File: config.mk
export PLATFORM = sky130hd
export DESIGN_NAME = smooth_calib
export DESIGN_NICKNAME = d
export VERILOG_FILES = /design/src/rtl/smooth_calib_pkg.sv /design/src/rtl/calib_cfg.sv /design/src/rtl/calib_win_cnt.sv /design/src/rtl/calib_pulse.sv /design/src/rtl/smooth_calib.sv
export SDC_FILE = /design/constraint.sdc
export NUM_CORES = 1
export LEC_CHECK = 0
export CAP_MARGIN = 20
export CORE_MARGIN = 4
export CORE_UTILIZATION = 42
export DETAILED_ROUTE_END_ITERATION = 8
export PLACE_DENSITY = 0.57
export SLEW_MARGIN = 10
export SYNTH_ARGS = -nofsm -noshare
export SYNTH_HDL_FRONTEND = slang
export SYNTH_HIERARCHICAL = 1
export SYNTH_SLANG_ARGS = --single-unit
export TNS_END_PERCENT = 1
File: constraint.sdc
create_clock -name clk_i -period 6.2 [get_ports clk_i]
set_clock_uncertainty 0.15 [all_clocks]
set_input_delay 0.93 -clock clk_i [delete_from_list [all_inputs] [get_ports clk_i]]
set_output_delay 0.93 -clock clk_i [all_outputs]
set_load 0.1 [all_outputs]
File: src/rtl/smooth_calib_pkg.sv
package smooth_calib_pkg;

  typedef enum logic [1:0] {
    WIN_FULL  = 2'b00,
    WIN_HALF  = 2'b01,
    WIN_QTR   = 2'b10,
    WIN_QTR_B = 2'b11
  } win_sel_e;

  // log2 of the window shortening factor
  function automatic logic [1:0] win_shift(input logic [1:0] sel);
    case (win_sel_e'(sel))
      WIN_FULL: return 2'd0;
      WIN_HALF: return 2'd1;
      default:  return 2'd2;
    endcase
  endfunction

endpackage

File: src/rtl/calib_cfg.sv
module calib_cfg
  import smooth_calib_pkg::*;
#(
  parameter int MASK_W = 9
) (
  input  logic              clk_i,
  input  logic              rst_ni,
  input  logic              we_i,
  input  logic [MASK_W-1:0] mask_i,
  input  logic              plus_i,
  input  logic [1:0]        sel_i,
  input  logic              win_end_i,
  output logic [MASK_W-1:0] act_mask_o,
  output logic              act_plus_o,
  output logic [1:0]        act_shift_o,
  output logic              pending_o
);

  logic [MASK_W-1:0] stg_mask_q, act_mask_q;
  logic              stg_plus_q, act_plus_q;
  logic [1:0]        stg_shift_q, act_shift_q;
  logic              pend_q;

  always_ff @(posedge clk_i or negedge rst_ni) begin
    if (!rst_ni) begin
      stg_mask_q  <= '0;
      stg_plus_q  <= 1'b0;
      stg_shift_q <= 2'd0;
      act_mask_q  <= '0;
      act_plus_q  <= 1'b0;
      act_shift_q <= 2'd0;
      pend_q      <= 1'b0;
    end else if (we_i) begin
      stg_mask_q  <= mask_i;
      stg_plus_q  <= plus_i;
      stg_shift_q <= win_shift(sel_i);
      pend_q      <= 1'b1;
    end else if (win_end_i && pend_q) begin
      act_mask_q  <= stg_mask_q;
      act_plus_q  <= stg_plus_q;
      act_shift_q <= stg_shift_q;
      pend_q      <= 1'b0;
    end
  end

  // shorter windows lose mask resolution
  always_comb begin
    case (act_shift_q)
      2'd0:    act_mask_o = act_mask_q;
      2'd1:    act_mask_o = {act_mask_q[MASK_W-1:1], 1'b0};
      default: act_mask_o = {act_mask_q[MASK_W-1:2], 2'b00};
    endcase
  end

  assign act_plus_o  = act_plus_q;
  assign act_shift_o = act_shift_q;
  assign pending_o   = pend_q;

  AST_PEND_RISE: assert property (@(posedge clk_i) disable iff (!rst_ni)
    $rose(pend_q) |-> $past(we_i));
  AST_APPLY_AT_END: assert property (@(posedge clk_i) disable iff (!rst_ni)
    !$stable({act_mask_q, act_plus_q, act_shift_q}) |-> $past(win_end_i));
  AST_MASK_LSB: assert property (@(posedge clk_i) disable iff (!rst_ni)
    (act_shift_o != 2'd0) |-> (act_mask_o[0] == 1'b0));

endmodule

File: src/rtl/calib_win_cnt.sv
module calib_win_cnt #(
  parameter int WIN_LOG2 = 20,
  parameter int MASK_W   = 9
) (
  input  logic              clk_i,
  input  logic              rst_ni,
  input  logic              tick_i,
  input  logic [1:0]        shift_i,
  output logic              win_end_o,
  output logic              slot_hit_o,
  output logic [MASK_W-1:0] slot_o
);

  localparam int SLOT_LSB = WIN_LOG2 - MASK_W;

  logic [WIN_LOG2-1:0] cnt_q;
  logic [WIN_LOG2-1:0] last;

  assign last       = {WIN_LOG2{1'b1}} >> shift_i;
  assign win_end_o  = tick_i && (cnt_q == last);
  assign slot_hit_o = tick_i && (cnt_q[SLOT_LSB-1:0] == '0);
  assign slot_o     = cnt_q[WIN_LOG2-1:SLOT_LSB];

  always_ff @(posedge clk_i or negedge rst_ni) begin
    if (!rst_ni)        cnt_q <= '0;
    else if (win_end_o) cnt_q <= '0;
    else if (tick_i)    cnt_q <= cnt_q + 1'b1;
  end

  AST_CNT_RANGE: assert property (@(posedge clk_i) disable iff (!rst_ni)
    cnt_q <= last);
  AST_CNT_HOLD: assert property (@(posedge clk_i) disable iff (!rst_ni)
    !tick_i |=> $stable(cnt_q));

endmodule

File: src/rtl/calib_pulse.sv
module calib_pulse #(
  parameter int MASK_W = 9
) (
  input  logic              clk_i,
  input  logic              rst_ni,
  input  logic              tick_i,
  input  logic              slot_hit_i,
  input  logic [MASK_W-1:0] slot_i,
  input  logic [MASK_W-1:0] mask_i,
  input  logic              plus_i,
  output logic              tick_o
);

  logic [MASK_W-1:0] rev;
  logic              masked, drop, ins_q, tick_q;

  for (genvar g = 0; g < MASK_W; g++) begin : g_rev
    assign rev[g] = slot_i[MASK_W-1-g];
  end

  assign masked = slot_hit_i && (rev < mask_i);
  assign drop   = masked && !plus_i;

  always_ff @(posedge clk_i or negedge rst_ni) begin
    if (!rst_ni) begin
      ins_q  <= 1'b0;
      tick_q <= 1'b0;
    end else begin
      tick_q <= (tick_i && !drop) || (ins_q && !tick_i);
      if (slot_hit_i && plus_i && !masked) ins_q <= 1'b1;
      else if (!tick_i)                    ins_q <= 1'b0;
    end
  end

  assign tick_o = tick_q;

  AST_INS_IDLE: assert property (@(posedge clk_i) disable iff (!rst_ni)
    (ins_q && !tick_i) |=> tick_o);
  AST_PASS_NONSLOT: assert property (@(posedge clk_i) disable iff (!rst_ni)
    (tick_i && !slot_hit_i) |=> tick_o);
  AST_NO_SPURIOUS: assert property (@(posedge clk_i) disable iff (!rst_ni)
    (!tick_i && !ins_q) |=> !tick_o);

endmodule

File: src/rtl/smooth_calib.sv
module smooth_calib
  import smooth_calib_pkg::*;
#(
  parameter int WIN_LOG2 = 20,
  parameter int MASK_W   = 9
) (
  input  logic              clk_i,
  input  logic              rst_ni,
  input  logic              tick_i,
  input  logic              cfg_we_i,
  input  logic [MASK_W-1:0] cfg_mask_i,
  input  logic              cfg_plus_i,
  input  logic [1:0]        cfg_win_sel_i,
  output logic              tick_o,
  output logic              pending_o
);

  logic [MASK_W-1:0] act_mask, slot;
  logic              act_plus, win_end, slot_hit;
  logic [1:0]        act_shift;

  calib_cfg #(.MASK_W(MASK_W)) u_cfg (
    .clk_i       (clk_i),
    .rst_ni      (rst_ni),
    .we_i        (cfg_we_i),
    .mask_i      (cfg_mask_i),
    .plus_i      (cfg_plus_i),
    .sel_i       (cfg_win_sel_i),
    .win_end_i   (win_end),
    .act_mask_o  (act_mask),
    .act_plus_o  (act_plus),
    .act_shift_o (act_shift),
    .pending_o   (pending_o)
  );

  calib_win_cnt #(.WIN_LOG2(WIN_LOG2), .MASK_W(MASK_W)) u_cnt (
    .clk_i      (clk_i),
    .rst_ni     (rst_ni),
    .tick_i     (tick_i),
    .shift_i    (act_shift),
    .win_end_o  (win_end),
    .slot_hit_o (slot_hit),
    .slot_o     (slot)
  );

  calib_pulse #(.MASK_W(MASK_W)) u_pulse (
    .clk_i      (clk_i),
    .rst_ni     (rst_ni),
    .tick_i     (tick_i),
    .slot_hit_i (slot_hit),
    .slot_i     (slot),
    .mask_i     (act_mask),
    .plus_i     (act_plus),
    .tick_o     (tick_o)
  );

  AST_PEND_HOLD: assert property (@(posedge clk_i) disable iff (!rst_ni)
    (pending_o && !win_end) |=> pending_o);

endmodule

==> results of run 1 <==
per-stage QoR:
step	power [uW]	worst slack, ns	cells
after global routing	649	2.38	293
final	613	2.56	293
after CTS	622	2.53	292
after floorplan	406	3.44	218
after global placement	430	2.28	284
after detailed placement	432	2.19	284
report_power, final:
| part | switching (uW) | internal (uW) | total [uW] |
|---|---|---|---|
| sequential | 27.3 | 330 | 358 |
| clock | 106 | 81.1 | 187 |
| combinational | 30.2 | 37.8 | 68.0 |
| total | 163 | 449 | 613 |
path summary, 6_finish.rpt:
path | end | cells after the start
setup / recovery | u_cfg/act_plus_o$_DFFE_PN0P_ | 6
hold / removal | u_pulse/ins_q$_DFFE_PN0P_ | 1
setup reg to reg | u_cfg/act_plus_o$_DFFE_PN0P_ | 5
hold reg to reg | u_pulse/ins_q$_DFFE_PN0P_ | 1
max in group asynchronous | u_cfg/act_mask_q[4]$_DFFE_PN0P_ | 2
min in group asynchronous | u_cnt/cnt_q[10]$_DFFE_PN0P_ | 1
layout make-up:
type | instances | area share [%]
Timing Repair Buffer | 18 | 6.84
Sequential cell | 47 | 43.4
Clock buffer | 6 | 2.68
Multi-Input combinational cell | 134 | 41.2
Inverter | 14 | 1.94
Tap cell | 72 | 3.33
Clock inverter | 2 | 0.601
synth_stat cells, types with 4 or more instances:
library cell | count | share of area, %
nor2_1 | 12 | 1.8
mux2_2 | 14 | 6.3
a21oi_1 | 5 | 0.99
inv_1 | 14 | 2.1
mux2_4 | 10 | 6.0
xor2_1 | 4 | 1.4
buf_4 | 16 | 4.8
dfrtp_1 | 47 | 47
ha_1 | 10 | 5.0
nand4_1 | 7 | 1.7
o21ai_0 | 9 | 1.8
nand2_1 | 10 | 1.5
nand3_1 | 6 | 1.2
xnor2_1 | 9 | 3.1
kinds of logic after synthesis:
| logic type | count (synthesis) | share of synthesized area [%] |
|---|---|---|
| compound gates | 21 | 5.52 |
| buf+inv | 37 | 9.00 |
| xor+xnor | 13 | 4.52 |
| mux | 24 | 12.2 |
| fa+ha+maj | 10 | 4.97 |
| flops | 47 | 46.7 |
| simple gates | 66 | 17.0 |
state kept, by name, summed over array words and instances, names as in the netlist:
| name | flops |
|---|---|
| u_cfg/act_shift_o | 2 |
| u_pulse/tick_o | 1 |
| u_cfg/pending_o | 1 |
| u_cfg/stg_mask_q | 9 |
| u_cfg/act_plus_o | 1 |
| u_cfg/stg_plus_q | 1 |
| u_cfg/stg_shift_q | 2 |
| u_cnt/cnt_q | 20 |
| u_cfg/act_mask_q | 9 |
| u_pulse/ins_q | 1 |
critical path: stages:
cell             delay (ns)
clkdlybuf4s50_1        0.67
and3_1                 0.34
nand4_1                0.14
a311oi_2               0.85
nand3b_4               0.35
mux2_4                 0.38
metal layers:
layer / up-vias / share of wire (%) / GRT usage, %
met5: - / 0 / 0
met4: 0 / 1.3 / 4.75
met3: 6 / 3.7 / 3.11
met2: 17 / 45 / 18.5
met1: 709 / 50 / 16.4
li1: 751 / - / -
==> results.toml, run 1 <==
[status]
status = "completed"

[global_route]
grtUsageTotal_pct = 12.1
grt_pass1_vias = 1472
grt_max_degree = 48
grt_overflow_total = 0
grt_pass1_wl_mm = 7.06
antenna_found_initial = 0

[setup_path]
start_kind = "primary input"
r2r_slack_ns = 3.23
criticalPathCategory = "in -> reg"
critPathArrivalTime_ns = 3.68
cp-end-kind = "flop"
reg2reg_from = "u_cnt/cnt_q[18]$_DFFE_PN0P_"
cp-startpoint = "tick_i"
cp_max_fo = 13
worstPathRequired_ns = 6.24

[floorplan]
die_x_um = 85.4
rows = 27
die_y_um = 85.4
core_area_mm2 = 0.00568
io_pins = 18
dieArea_mm2 = 0.00730
start_util_pct = 44.4

[sta]
finalSetupTns_ns = 0
fmax_ghz = 0.275
maxSlewHeadroom_pct = 30.2
rsz0062_at_grt = "no"
setup_violations = 0
period_share_pct = 58.7
whs_ns = 0.355
final_max_slew_viol_count = 0
hold_viol = 0
worst_slew_pin_slew_ns = 1.05
fin_crit_ns = 3.64

[synthesis]
syn-instance-count = 218
synth_area_per_cell_um2 = 11.5
ys_seq_area_share_pct = 46.7
synth_ff_type = "dfrtp_1"
synthArstFlopShare_pct = 100
syn-num-nets = 244
synth_seq_cells = 47
synth.distinct_cells = 43
synth_area_mm2 = 0.00252
synth_edf_count = 0
yosysWarnings = 6

[cells_and_area]
mostFrequentLayoutCell = "dfrtp_1"
postLayoutCoreUtil_pct = 47.7
drive_above_1_share_pct = 20.4
ff_latch_area_mm2 = 0.00118
fin_nets = 246
multi_input_area_mm2 = 0.00111
fin_area_mm2 = 0.00271
layout_common_cells = "dfrtp_1, clkdlybuf4s50_1, inv_1, mux2_2, nor2_1"
area_growth_pct = 7.55
n_fill_cell = 525
n_antenna_cell = 0

[clock_tree]
clkTransAtPathRegs_ns = 0.09
post_cts_buffers = 0
cts_tree = "done"
cts_buffers = 5
cts_buffer_depth = 2
cts_root_buffer = "clkbuf_8"
clock_sinks = 47
clk_latency_ns = 0.30
cts_resized = 0
cts_hold_buf = 0
htreeDepth = 2

[hold_path]
hp-start = "u_pulse/ins_q$_DFFE_PN0P_"
hold_path_class = "reg -> reg"

[route]
wire_per_inst_um = 13.7
vias = 1483
drtIter0Drc = 54
ant_nets = 0
via_per_inst = 5.06
post-route-drc-count = 0
wirelength_mm = 4.01
firstDrtPassIters = 4

[flow_run]
cap_violations = 0

[power]
powerDensity_mw_per_mm2 = 226
power.leakage_uw = 0.00119
ir_drop_uv = 122

[placement]
gp_congestion = 0.742
placed_cell_area_mm2 = 0.00260
hpwl_mm = 2.88
port_buffers = 17
Power figures use the tool's default switching activity.
==> inputs of run 2 (changes only) <==
Clock period 6.2 ns to 3.5 ns, I/O delays scaled along.
==> results.toml, run 2 (synthesis gave the netlist of run 1 again) <==
[cells_and_area]
area_growth_pct = 9.34
top_regs = "u_cnt/cnt_q (20), u_cfg/act_mask_q (9), u_cfg/stg_mask_q (9)"
drive_above_1_share_pct = 22.0
largest_reg_flops = 20
layout_common_cells = "dfrtp_1, clkdlybuf4s50_1, inv_1, mux2_2, nor2_1"
top_register = "u_cnt/cnt_q"
mostFrequentLayoutCell = "dfrtp_1"
fin_nets = 248
n_antenna_cell = 0

[clock_tree]
cts_resized = 0
cts_buffers = 5
clkTransAtPathRegs_ns = 0.09
cts_root_buffer = "clkbuf_8"
clock_sinks = 47
cts_tree = "done"
cts_hold_buf = 0
clk_latency_ns = 0.29
cts_buffer_depth = 2
htreeDepth = 2
post_cts_buffers = 0

[global_route]
grt_overflow_total = 0
grt_pass1_wl_mm = 7.11
grtUsageTotal_pct = 12.1
grt_pass1_vias = 1505
grt_max_degree = 48
antenna_found_initial = 0

[sta]
hold_viol = 15
fin_crit_ns = 2.60
worst_slew_pin_slew_ns = 0.965
final_max_slew_viol_count = 0
maxSlewHeadroom_pct = 35.5
rsz0062_at_grt = "no"
fmax_ghz = 0.384
finalSetupTns_ns = 0
period_share_pct = 74.4
setup_violations = 0
whs_ns = -0.00674

[setup_path]
worstPathRequired_ns = 3.53
critPathArrivalTime_ns = 2.64
cp_cell_sequence = "clkdlybuf4s50_1 > and3_1 > nand4_1 > a311oi_2 > nand3b_4 > mux2_4"
cp_top_family = "simple AND/OR/NAND/NOR gates"
cp_max_fo = 12
start_kind = "primary input"
cp_slowest_stage_delay_ns = 0.67
critPathBufInv = 1
criticalPathCategory = "in -> reg"
critical_path.slowest_cell = "clkdlybuf4s50_1"
cp-end-kind = "flop"

[route]
met1_length_mm = 1.93
top_layer = "met4"
ant_nets = 0
post-route-drc-count = 0
met2_length_mm = 1.82
drtIter0Drc = 52
wl_met3_um = 141
via_per_inst = 5.10
firstDrtPassIters = 4
wire_per_inst_um = 13.3
wirelength_mm = 3.92
vias = 1505

[power]
power.leakage_uw = 0.00122
powerDensity_mw_per_mm2 = 425
ir_drop_uv = 194

[status]
violations = "hold timing"
status = "finished, violations left"

[floorplan]
core_area_mm2 = 0.00568
start_util_pct = 44.4
dieArea_mm2 = 0.00730
die_y_um = 85.4
io_pins = 18
die_x_um = 85.4
rows = 27

[flow_run]
cap_violations = 0

[placement]
hpwl_mm = 2.83
port_buffers = 17
gp_congestion = 0.756

[hold_path]
hold_path_class = "in -> async"
## run 2: final timing paths
kind,from,to,slack [ns],depth (start not counted)
hold / removal,rst_ni,u_cnt/cnt_q[4]$_DFFE_PN0P_,-0.007,1
min in group clk_i,u_pulse/ins_q$_DFFE_PN0P_,u_pulse/ins_q$_DFFE_PN0P_,0.35,1
hold reg to reg,u_pulse/ins_q$_DFFE_PN0P_,u_pulse/ins_q$_DFFE_PN0P_,0.35,1
max in group asynchronous,rst_ni,u_cnt/cnt_q[18]$_DFFE_PN0P_,2.72,2
setup reg to reg,u_cnt/cnt_q[18]$_DFFE_PN0P_,u_cfg/act_mask_q[3]$_DFFE_PN0P_,1.14,5
setup / recovery,tick_i,u_cfg/act_mask_q[3]$_DFFE_PN0P_,0.90,6
## run 2: report_power, final
part	internal, uW	switching [uW]	total [uW]
registers	585	48.3	634
clock network	235	180	415
logic	67.7	54.8	122
## run 2: per-stage QoR
stage               worst slack, ns  cells  utilization [%]  power, uW  cell area (um^2)
floorplan                      1.15    218                -        719              2520
global placement              0.605    286             46.0        763              2610
detailed placement            0.548    286             46.0        765              2610
CTS                           0.881    294             48.1       1190              2730
global route                  0.723    295             48.5       1240              2750
finish                        0.895    295             48.5       1170              2750
## run 2: layout make-up
class	count	area, um^2
Inverter	14	52.6
Multi-Input combinational cell	134	1110
Tap cell	72	90.1
Clock inverter	2	38.8
Timing Repair Buffer	20	198
Fill cell	545	2920
Sequential cell	47	1180
Clock buffer	6	82.6
## run 2: routing by layer
layer,vias up,track usage (%)
li1,754,-
met1,731,16.3
met2,16,19.1
met3,4,3.11
met4,0,3.45
met5,-,0
## run 2: worst register-to-register path, cell delays in order, from the launching register on
cell,delay (ns)
dfrtp_1,0.45
nand2_1,0.12
or4b_4,0.53
a311oi_2,0.36
nand3b_4,0.27
mux2_4,0.37
==> inputs of run 3 (changes only) <==
Settings changed: PLACE_DENSITY 0.57 to 0.6.
Clock period 3.5 ns to 2.1 ns, I/O delays scaled along.
==> results.toml, run 3 (synthesis gave the netlist of run 1 again) <==
[clock_tree]
clk_latency_ns = 0.30
clkTransAtPathRegs_ns = 0.09
clock_sinks = 47
cts_tree = "done"
cts_buffer_depth = 2
cts_root_buffer = "clkbuf_8"
cts_buffers = 5
htreeDepth = 2

[sta]
fmax_ghz = 0.459
rsz0062_at_grt = "yes"
final_max_slew_viol_count = 0
period_share_pct = 104
hold_viol = 0
setup_violations = 12
fin_crit_ns = 2.18
whs_ns = 0.318
maxSlewHeadroom_pct = 73.1
worst_slew_pin_slew_ns = 0.403
finalSetupTns_ns = -0.868
finalWorstSetupSlack_ns = -0.0802

[cells_and_area]
fin_nets = 274
drive_above_1_share_pct = 30.5
area_growth_pct = 17.0
mostFrequentLayoutCell = "dfrtp_1"
layout_common_cells = "dfrtp_1, buf_4, clkdlybuf4s50_1, inv_1, mux2_2"
top_regs = "u_cnt/cnt_q (20), u_cfg/act_mask_q (9), u_cfg/stg_mask_q (9)"
n_antenna_cell = 0
largest_reg_flops = 20
top_register = "u_cnt/cnt_q"

[setup_path]
criticalPathCategory = "reg -> reg"
cp_num_cells = 5
cp_cell_sequence = "or4b_4 > a311oi_4 > nand3b_4 > buf_12 > mux2_4"
critPathArrivalTime_ns = 2.22
r2r_cells = 5
cp-endpoint = "u_cfg/act_mask_q[3]$_DFFE_PN0P_"
critical_path.slowest_cell = "or4b_4"
cp_max_fo = 12
reg2reg_from = "u_cfg/act_shift_o[0]$_DFFE_PN0P_"
regToRegEndpoint = "u_cfg/act_mask_q[3]$_DFFE_PN0P_"
worstPathRequired_ns = 2.14
start_kind = "flop"
cp_top_family = "simple AND/OR/NAND/NOR gates"
cp-end-kind = "flop"
r2r_slack_ns = -0.08
critPathBufInv = 1
cp-startpoint = "u_cfg/act_shift_o[0]$_DFFE_PN0P_"
cp_slowest_stage_delay_ns = 0.56

[floorplan]
die_y_um = 85.4
rows = 27
io_pins = 18
start_util_pct = 44.4
die_x_um = 85.4
dieArea_mm2 = 0.00730
core_area_mm2 = 0.00568

[status]
violations = "setup timing"
status = "finished, violations left"

[global_route]
grtUsageTotal_pct = 12.6
antenna_found_initial = 0
grt_pass1_wl_mm = 7.33
top_usage_layer = "met2"
grt_pass1_vias = 1562
met3_usage_pct = 2.91
use_met1_pct = 17.2
grt_overflow_total = 0
grt_max_degree = 19
use_met2_pct = 19.5

[route]
wire_per_inst_um = 13.2
via_per_inst = 4.89
drtIter0Drc = 75
vias = 1570
firstDrtPassIters = 4
post-route-drc-count = 0
wirelength_mm = 4.25
ant_nets = 0

[placement]
port_buffers = 17
gp_congestion = 0.732
hpwl_mm = 3.18

[power]
powerDensity_mw_per_mm2 = 627
ir_drop_uv = 418
power.leakage_uw = 0.00135

[flow_run]
cap_violations = 0

[hold_path]
hold_path_class = "in -> async"
==> run 3: per-stage QoR <==
step                instance area (um^2)  instances  worst slack [ns]  utilization [%]  power (uW)
floorplan                           2520        218            -0.234                -        1200
global placement                    2800        311            -0.257             49.3        1330
detailed placement                  2800        311            -0.281             49.3        1330
CTS                                 2950        321           -0.0567             51.9        1870
global route                        2950        321            -0.144             51.9        1950
finish                              2950        321           -0.0802             51.9        1850
==> run 3: where the power goes <==
group / switching, uW / internal [uW] / leakage [uW]
sequential: 53.3 / 976 / 0.000608
combinational: 131 / 155 / 0.000701
clock: 300 / 233 / 0.0000412
total: 484 / 1360 / 0.00135
==> run 3: metal layers <==
metal,up-vias,share of wire (%)
met2,22,46
li1,806,-
met5,-,0
met4,0,1.3
met3,7,3.2
met1,735,50
==> run 3: cell type report <==
type                       count  area (um^2)
timing repair buffer          46          397
fill                         540         2730
inverter                      14         52.6
tap                           72         90.1
multi-input combinational    134         1140
sequential                    47         1180
clock buffer                   6         72.6
clock inverter                 2         12.5
==> run 3: what timing repair did <==
| action | CTS | global route |
|---|---|---|
| cloned | 0 | 0 |
| setup endpoints to repair | 13 | 13 |
| pin swaps | 3 | 2 |
| resized for setup | 6 | 0 |
| buffers inserted | 1 | 0 |
| endpoints found under the hold margin | 16 | 0 |
| hold buffers | 1 | 0 |
==> run 3: worst min-delay path by stage <==
stage,startpoint,slack [ns],to
2_1_floorplan,rst_ni,-0.13,u_cfg/act_mask_q[0]$_DFFE_PN0P_
3_3_place_gp,rst_ni,0.11,u_pulse/tick_o$_DFF_PN0_
3_5_place_dp,rst_ni,0.12,u_cnt/cnt_q[11]$_DFFE_PN0P_
4_1_cts,rst_ni,0.33,u_pulse/tick_o$_DFF_PN0_
5_1_grt,rst_ni,0.34,u_cnt/cnt_q[9]$_DFFE_PN0P_
6_report,rst_ni,0.32,u_pulse/tick_o$_DFF_PN0_
